File: src/rtl/tile_plane_mixer.sv
module tile_plane_mixer #(
  parameter int TILE_LOG2 = 3,
  parameter bit USE_ALPHA = 1'b1
) (
  input  logic                 clk,
  input  logic                 rst_n,
  input  logic [1:0]           mode,
  input  logic [7:0]           glob_alpha,
  input  logic [191:0]         palette,
  input  logic [23:0]          in_pix,
  input  logic                 in_hs,
  input  logic                 in_vs,
  input  logic                 in_ovl,
  input  logic [7:0]           in_tile,
  input  logic [TILE_LOG2-1:0] in_col,
  input  logic [TILE_LOG2-1:0] in_row,
  input  logic                 in_valid,
  output logic                 in_ready,
  output logic [23:0]          out_pix,
  output logic                 out_hs,
  output logic                 out_vs,
  output logic                 out_valid,
  input  logic                 out_ready
);
  localparam int SW = TILE_LOG2 + 11;

  function automatic logic [2:0] plane_code(input logic [7:0] t,
                                            input logic [TILE_LOG2-1:0] c,
                                            input logic [TILE_LOG2-1:0] r);
    logic [SW-1:0] s;
    s = SW'(t) * SW'(3) + SW'(c) + SW'(r) * SW'(2);
    return {s[2], s[1], s[0]};
  endfunction

  function automatic logic [7:0] mix8(input logic [7:0] a, input logic [7:0] g,
                                      input logic [7:0] v);
    logic [16:0] acc;
    acc = 17'(a) * 17'(g) + 17'(8'd255 - a) * 17'(v) + 17'd127;
    return 8'(acc / 17'd255);
  endfunction

  logic en;
  assign en = out_ready || !out_valid;
  assign in_ready = en;

  logic        v1, hs1, vs1, ovl1;
  logic [23:0] pix1;
  logic [2:0]  code1;

  logic        v2, hs2, vs2, ovl2;
  logic [23:0] vid2, col2;
  logic [7:0]  a2;

  logic [23:0] pick;
  logic [7:0]  wsel;
  logic [10:0] step;
  assign step = (11'(code1) * 11'd255 + 11'd3) / 11'd7;

  always_comb begin
    pick = palette[24*code1 +: 24];
    wsel = USE_ALPHA ? glob_alpha : 8'd255;
    case (mode)
      2'd0: begin
        pick = palette[23:0];
        wsel = USE_ALPHA ? step[7:0] : 8'd255;
      end
      2'd2: if (code1 == 3'd0) wsel = 8'd0;
      default: ;
    endcase
  end

  always_ff @(posedge clk or negedge rst_n) begin
    if (!rst_n) begin
      v1 <= 1'b0; hs1 <= 1'b0; vs1 <= 1'b0; ovl1 <= 1'b0; pix1 <= '0; code1 <= '0;
      v2 <= 1'b0; hs2 <= 1'b0; vs2 <= 1'b0; ovl2 <= 1'b0; vid2 <= '0; col2 <= '0; a2 <= '0;
      out_valid <= 1'b0; out_hs <= 1'b0; out_vs <= 1'b0; out_pix <= '0;
    end else if (en) begin
      v1 <= in_valid; hs1 <= in_hs; vs1 <= in_vs; ovl1 <= in_ovl; pix1 <= in_pix;
      code1 <= plane_code(in_tile, in_col, in_row);
      v2 <= v1; hs2 <= hs1; vs2 <= vs1; ovl2 <= ovl1; vid2 <= pix1; col2 <= pick;
      a2 <= ovl1 ? wsel : 8'd0;
      out_valid <= v2; out_hs <= hs2; out_vs <= vs2;
      out_pix <= !ovl2 ? vid2 :
                 {mix8(a2, col2[23:16], vid2[23:16]),
                  mix8(a2, col2[15:8],  vid2[15:8]),
                  mix8(a2, col2[7:0],   vid2[7:0])};
    end
  end


  stall_hold_chk: assert property (@(posedge clk) disable iff (!rst_n)
    out_valid && !out_ready |=> out_valid && $stable(out_pix) && $stable(out_hs) && $stable(out_vs));


  sync_align_chk: assert property (@(posedge clk) disable iff (!rst_n)
    en && v2 |=> out_valid && out_hs == $past(hs2) && out_vs == $past(vs2));


  pass_through_chk: assert property (@(posedge clk) disable iff (!rst_n)
    en && v2 && !ovl2 |=> out_pix == $past(vid2));


  zero_weight_chk: assert property (@(posedge clk) disable iff (!rst_n)
    en && v2 && a2 == 8'd0 |=> out_pix == $past(vid2));


  full_weight_chk: assert property (@(posedge clk) disable iff (!rst_n)
    en && v2 && ovl2 && a2 == 8'd255 |=> out_pix == $past(col2));
endmodule

File: config.mk
export PLATFORM = sky130hd
export DESIGN_NAME = tile_plane_mixer
export DESIGN_NICKNAME = d
export VERILOG_FILES = /design/src/rtl/tile_plane_mixer.sv
export SDC_FILE = /design/constraint.sdc
export NUM_CORES = 1
export LEC_CHECK = 0
export BUFFER_PORTS_ARGS = -buffer_cell sky130_fd_sc_hd__buf_2
export CAP_MARGIN = 30
export CORE_MARGIN = 3
export CORE_UTILIZATION = 40
export DETAILED_ROUTE_END_ITERATION = 10
export HOLD_SLACK_MARGIN = 0.15
export REMOVE_ABC_BUFFERS = 1
export SYNTH_ARGS = -nofsm -noshare
export SYNTH_HDL_FRONTEND = slang
export SYNTH_SLANG_ARGS = --single-unit
File: constraint.sdc
create_clock -name clk -period 16.2 [get_ports clk]
set_clock_uncertainty 0.2 [all_clocks]
set_input_delay 3.24 -clock clk [delete_from_list [all_inputs] [get_ports clk]]
set_output_delay 3.24 -clock clk [all_outputs]
set_load 0.01 [all_outputs]
==> qor.yml, run 1 <==
status: "complete, no violations"
reg2reg_from: "a2[5]"
worstReg2RegEnd: "out_pix[0]"
coreArea_um2: 71900
setup_tns_ns: 0
synth_xor_xnor_area_share_pct: 3.16
critPathMaxFanout: 20
io_pins: 275
r2r_setup_slack_ns: 2.23
startpoint_type: "register"
ctsHoldBuffers: 0
grt_pass1_wl_mm: 135
syn_area_um2: 29200
drc: 0
cts_made_buffers: 17
required_ns: 16.41
dp_hpwl_mm: 64.4
avgViaCountPerCell: 5.53
min_to: "pix1[0]"
start_util_pct: 40.6
place_congestion: 0.901
worstPathArrival_ns: 14.17
cp-end-kind: "register"
synth_edf_count: 0
groute.usage.overall_pct: 21.3
period_minus_slack_ns: 13.97
synth_mux_area_share_pct: 5.44
die_w_um: 276
ys_async_sr_fraction_pct: 100
cts_setup_buffers: 0
worstMarginPinSlew_ns: 0.958
yosys.area_share.simple_pct: 23.7
final_common_cell: "nand2_1"
synth_cells: 3560
crit_top_cell: "fa_1"
drv_cap: 0
globalRouteOverflowTotal: 0
syn_avg_cell_area_um2: 8.20
ys_ff_latch: 118
ys_types: 132
finalHoldViolations: 0
synth_fa_ha_area_share_pct: 30.5
r2r_cells: 40
wire_per_inst_um: 17.3
cts_tree: "yes"
clkTransAtPathRegs_ns: 0.07
slew_headroom_pct: 35.6
num-nets-final: 4485
finalSetupViolations: 0
worstHoldStart: "pix1[0]"
clkSinkCount: 118
clock.fmax_mhz: 71.6
htreeDepth: 4
synth_top_flop_cell: "dfrtp_1"
route.vias.total: 25892
grt_pass1_vias: 25880
hold_path.class: "reg -> reg"
synth_top_family_by_area: "adder cells"
grt_start_max_net_pins: 84
criticalPathCategory: "reg -> reg"
cp_slowest_cell: "dfrtp_1"
io_buffers: 268
rows: 98
cp-startpoint: "a2[5]"
yosysSeqAreaShare_pct: 10.1
antenna_found_initial: 5
drive_gt1_share_pct: 13.8
slowest_delay_ns: 0.90
hold_depth: 2
ys_warn_count: 0
drtAntennaViolNets: 0
drtPass1Iterations: 6
slew_viol_final: 0
period_share_pct: 86.2
ctsResizeCount: 0
first_iter_violations: 1628
dieArea_um2: 76200
clk_latency_ns: 0.50
layout_common_cells: "nand2_1, inv_1, fa_1"
root_buffer: "clkbuf_16"
die_height_um: 276
drt_wl_total_mm: 81.1
area_growth_pct: 9.22
clockBufferDepth: 2
rsz0062_at_grt: "no"
synth_compound_area_share_pct: 19.3
## sequential cells by signal (all words and copies together) (netlist names)
name	cells
pix1	24
a2	8
ovl1	1
ovl2	1
hs2	1
out_hs	1
out_vs	1
vs1	1
vs2	1
v2	1
vid2	24
code1	3
v1	1
col2	24
hs1	1
out_valid	1
out_pix	24
## stage by stage
stage          hold slack [ns]  worst slack [ns]  utilization (%)  std cells  instance area [um^2]
2_1_floorplan            0.230              1.19                -       3403                 28500
3_3_place_gp             0.249              2.15             43.5       4647                 31300
3_5_place_dp             0.256              2.17             43.5       4647                 31300
4_1_cts                  0.271              2.11             44.3       4679                 31800
5_1_grt                  0.289              1.31             44.4       4681                 31900
6_report                 0.267              2.23             44.4       4682                 31900
## logic make-up after synthesis
kind of cell	Yosys count
AND/OR/NAND/NOR	1360
AO/OA/AOI/OAI	781
flip-flops	118
XOR/XNOR	99
multiplexers	94
buffers and inverters	585
adder cells (fa/ha/maj)	523
## routing by layer
metal | track usage (%) | routed length (um) | vias up
met3 | 2.88 | 3940 | 104
met2 | 35.7 | 38200 | 669
met4 | 6.46 | 2020 | 4
met1 | 28.7 | 36900 | 12545
met5 | 0 | 50 | -
li1 | - | - | 12570
## Yosys cell counts (14+ instances only)
| master | count | share of area (%) |
|---|---|---|
| and2_1 | 119 | 2.6 |
| o211a_1 | 14 | 0.48 |
| xor2_1 | 29 | 0.87 |
| nand2_1 | 539 | 6.9 |
| and4_1 | 14 | 0.42 |
| a21o_1 | 41 | 1.1 |
| nor4_1 | 18 | 0.39 |
| a31oi_1 | 32 | 0.69 |
| nor2b_1 | 136 | 2.9 |
| buf_2 | 16 | 0.27 |
| buf_1 | 25 | 0.32 |
| a211oi_1 | 36 | 0.93 |
| or2_2 | 19 | 0.41 |
| and3_1 | 36 | 0.77 |
| xnor2_1 | 66 | 2.0 |
| nand4_1 | 23 | 0.49 |
| mux4_2 | 48 | 3.7 |
| mux2i_1 | 24 | 0.82 |
| dfrtp_1 | 118 | 10 |
| o21a_1 | 17 | 0.44 |
| mux2_2 | 19 | 0.73 |
| clkbuf_1 | 106 | 1.4 |
| nor2_1 | 138 | 1.8 |
| nand3_1 | 65 | 1.1 |
| o21ai_0 | 162 | 2.8 |
| o211ai_1 | 31 | 0.80 |
| fa_1 | 316 | 22 |
| inv_1 | 426 | 5.5 |
| a21oi_1 | 162 | 2.8 |
| or3_1 | 26 | 0.56 |
| ha_1 | 205 | 8.8 |
| o31ai_1 | 25 | 0.64 |
| nor3_1 | 51 | 0.87 |
| nand2b_1 | 104 | 2.2 |
## worst max-delay path by stage
stage | end | slack [ns] | depth (start not counted)
2_1_floorplan | in_ready | 1.19 | 2
3_3_place_gp | out_pix[0] | 2.15 | 40
3_5_place_dp | out_pix[0] | 2.17 | 40
4_1_cts | out_pix[0] | 2.11 | 40
5_1_grt | out_pix[0] | 1.31 | 40
6_report | out_pix[0] | 2.23 | 40
## final cells by class
cell class	count	area, um^2
Clock inverter	15	134
Inverter	428	1610
Antenna cell	2	5.00
Multi-Input combinational cell	2857	24000
Sequential cell	118	2960
Timing Repair Buffer	295	1570
Fill cell	7349	40000
Tap cell	950	1190
Clock buffer	17	425
## critical path: cells and delay by family (launching register included)
kind | cells | cell delay [ns]
flip-flops | 1 | 0.90
XOR/XNOR | 2 | 0.34
multiplexers | 3 | 0.88
AND/OR/NAND/NOR | 8 | 2.69
buffers and inverters | 5 | 0.57
adder cells (fa/ha/maj) | 8 | 3.68
AO/OA/AOI/OAI | 14 | 4.60
Power of run 1 is not shown: default switching activity piles up to over one toggle a cycle in this logic, so the estimate is an artifact.
==> inputs of run 2 (changes only) <==
--- a/config.mk
+++ b/config.mk
@@ -8,9 +8,10 @@
 export BUFFER_PORTS_ARGS = -buffer_cell sky130_fd_sc_hd__buf_2
 export CAP_MARGIN = 30
 export CORE_MARGIN = 3
-export CORE_UTILIZATION = 40
+export CORE_UTILIZATION = 60
 export DETAILED_ROUTE_END_ITERATION = 10
 export HOLD_SLACK_MARGIN = 0.15
+export PLACE_DENSITY = 0.81
 export REMOVE_ABC_BUFFERS = 1
 export SYNTH_ARGS = -nofsm -noshare
 export SYNTH_HDL_FRONTEND = slang
==> constraint.sdc (replaced) <==
create_clock -name clk -period 16.12 [get_ports clk]
set_clock_uncertainty 0.2 [all_clocks]
set_input_delay 3.224 -clock clk [delete_from_list [all_inputs] [get_ports clk]]
set_output_delay 3.224 -clock clk [all_outputs]
set_load 0.01 [all_outputs]
==> run 2 against run 1 <==
Maximum frequency down 0.19%. Global-route usage up 10 points. Final cell count down 7.2%. Cell area down 1.3%. Non-clock buffer count down 3. Highest routed layer unchanged.
==> qor.yml, run 2 (synthesis results as in run 1) <==
htreeDepth: 4
clock.fmax_mhz: 71.5
start_util_pct: 61.0
stdcell_area_um2: 31500
drt_wl_total_mm: 79.1
die_height_um: 227
period_share_pct: 86.8
period_minus_slack_ns: 13.99
layout_common_cells: "nand2_1, inv_1, fa_1"
drc: 0
cts_tree: "yes"
startpoint_type: "register"
io_pins: 275
final_common_cell: "nand2_1"
clockBufferDepth: 2
worstMarginPinSlew_ns: 0.954
finalHoldViolations: 0
wire_per_inst_um: 18.2
antenna_found_initial: 6
slew_headroom_pct: 35.8
place_congestion: 0.930
clk_latency_ns: 0.52
dieArea_um2: 51300
clkTransAtPathRegs_ns: 0.07
groute.usage.overall_pct: 31.7
dp_hpwl_mm: 61.5
cts_setup_buffers: 0
criticalPathCategory: "reg -> reg"
slowest_delay_ns: 0.81
drv_cap: 0
hold_path.class: "reg -> reg"
avgViaCountPerCell: 6.18
cts_made_buffers: 17
coreArea_um2: 47800
grt_start_max_net_pins: 163
reg2reg_from: "a2[5]"
grt_pass1_vias: 26418
drtAntennaViolNets: 0
cp-end-kind: "register"
dpl-instance-area_um2: 30900
clkSinkCount: 118
fin_util_pct: 65.7
num-nets-final: 4482
status: "complete, no violations"
io_buffers: 268
grt_pass1_wl_mm: 131
critPathMaxFanout: 17
root_buffer: "clkbuf_16"
cp-startpoint: "a2[5]"
required_ns: 16.34
ctsResizeCount: 0
cp_slowest_cell: "dfrtp_1"
drtPass1Iterations: 5
area_growth_pct: 7.78
route.vias.total: 26850
slew_viol_final: 0
die_w_um: 227
rsz0062_at_grt: "no"
rows: 80
ctsHoldBuffers: 0
worstHoldStart: "v1"
finalSetupViolations: 0
drive_gt1_share_pct: 13.7
globalRouteOverflowTotal: 0
first_iter_violations: 2097
crit_top_cell: "fa_1"
n_fill_cell: 4104
worstPathArrival_ns: 14.21
setup_tns_ns: 0
==> run 2: routing by layer <==
metal  share of wire (%)  GRT usage [%]
met1                  42           42.0
met2                  47           52.7
met3                 6.3           4.95
met4                 3.7           12.4
met5               0.052              0
==> run 2: stage by stage <==
stage | setup WS [ns] | cells | hold WS (ns)
final | 2.13 | 4344 | 0.264
after global routing | 1.34 | 4344 | 0.279
after CTS | 2.23 | 4341 | 0.270
after detailed placement | 2.28 | 4309 | 0.255
after global placement | 2.42 | 4309 | 0.251
after floorplan | 1.14 | 3403 | 0.230
==> run 2: final cells by class <==
class	count	area, um^2	area share (%)
multi-input combinational	2857	24000	76.2
sequential	118	2960	9.41
inverter	428	1610	5.11
timing repair buffer	292	1550	4.94
tap	615	769	2.45
clock buffer	17	425	1.35
clock inverter	15	154	0.489
antenna	2	5.00	0.0159
==> run 2: final timing paths <==
| path | to | slack (ns) | cells after the start |
|---|---|---|---|
| max | out_pix[0] | 2.13 | 40 |
| min | v1 | 0.26 | 2 |
| max reg2reg | out_pix[0] | 2.13 | 40 |
| min reg2reg | v1 | 0.26 | 2 |
| max in group asynchronous | code1[0] | 11.94 | 2 |
| min in group asynchronous | out_pix[5] | 2.58 | 1 |
==> run 2: worst max-delay path, delay by kind of cell (launching register included) <==
kind                     cells  cell delay, ns
AO/OA/AOI/OAI               14            4.63
XOR/XNOR                     2            0.35
adder cells (fa/ha/maj)      8            3.68
buffers and inverters        5            0.63
flip-flops                   1            0.81
multiplexers                 3            0.87
AND/OR/NAND/NOR              8            2.68
Power of run 2 is left out for the same reason.
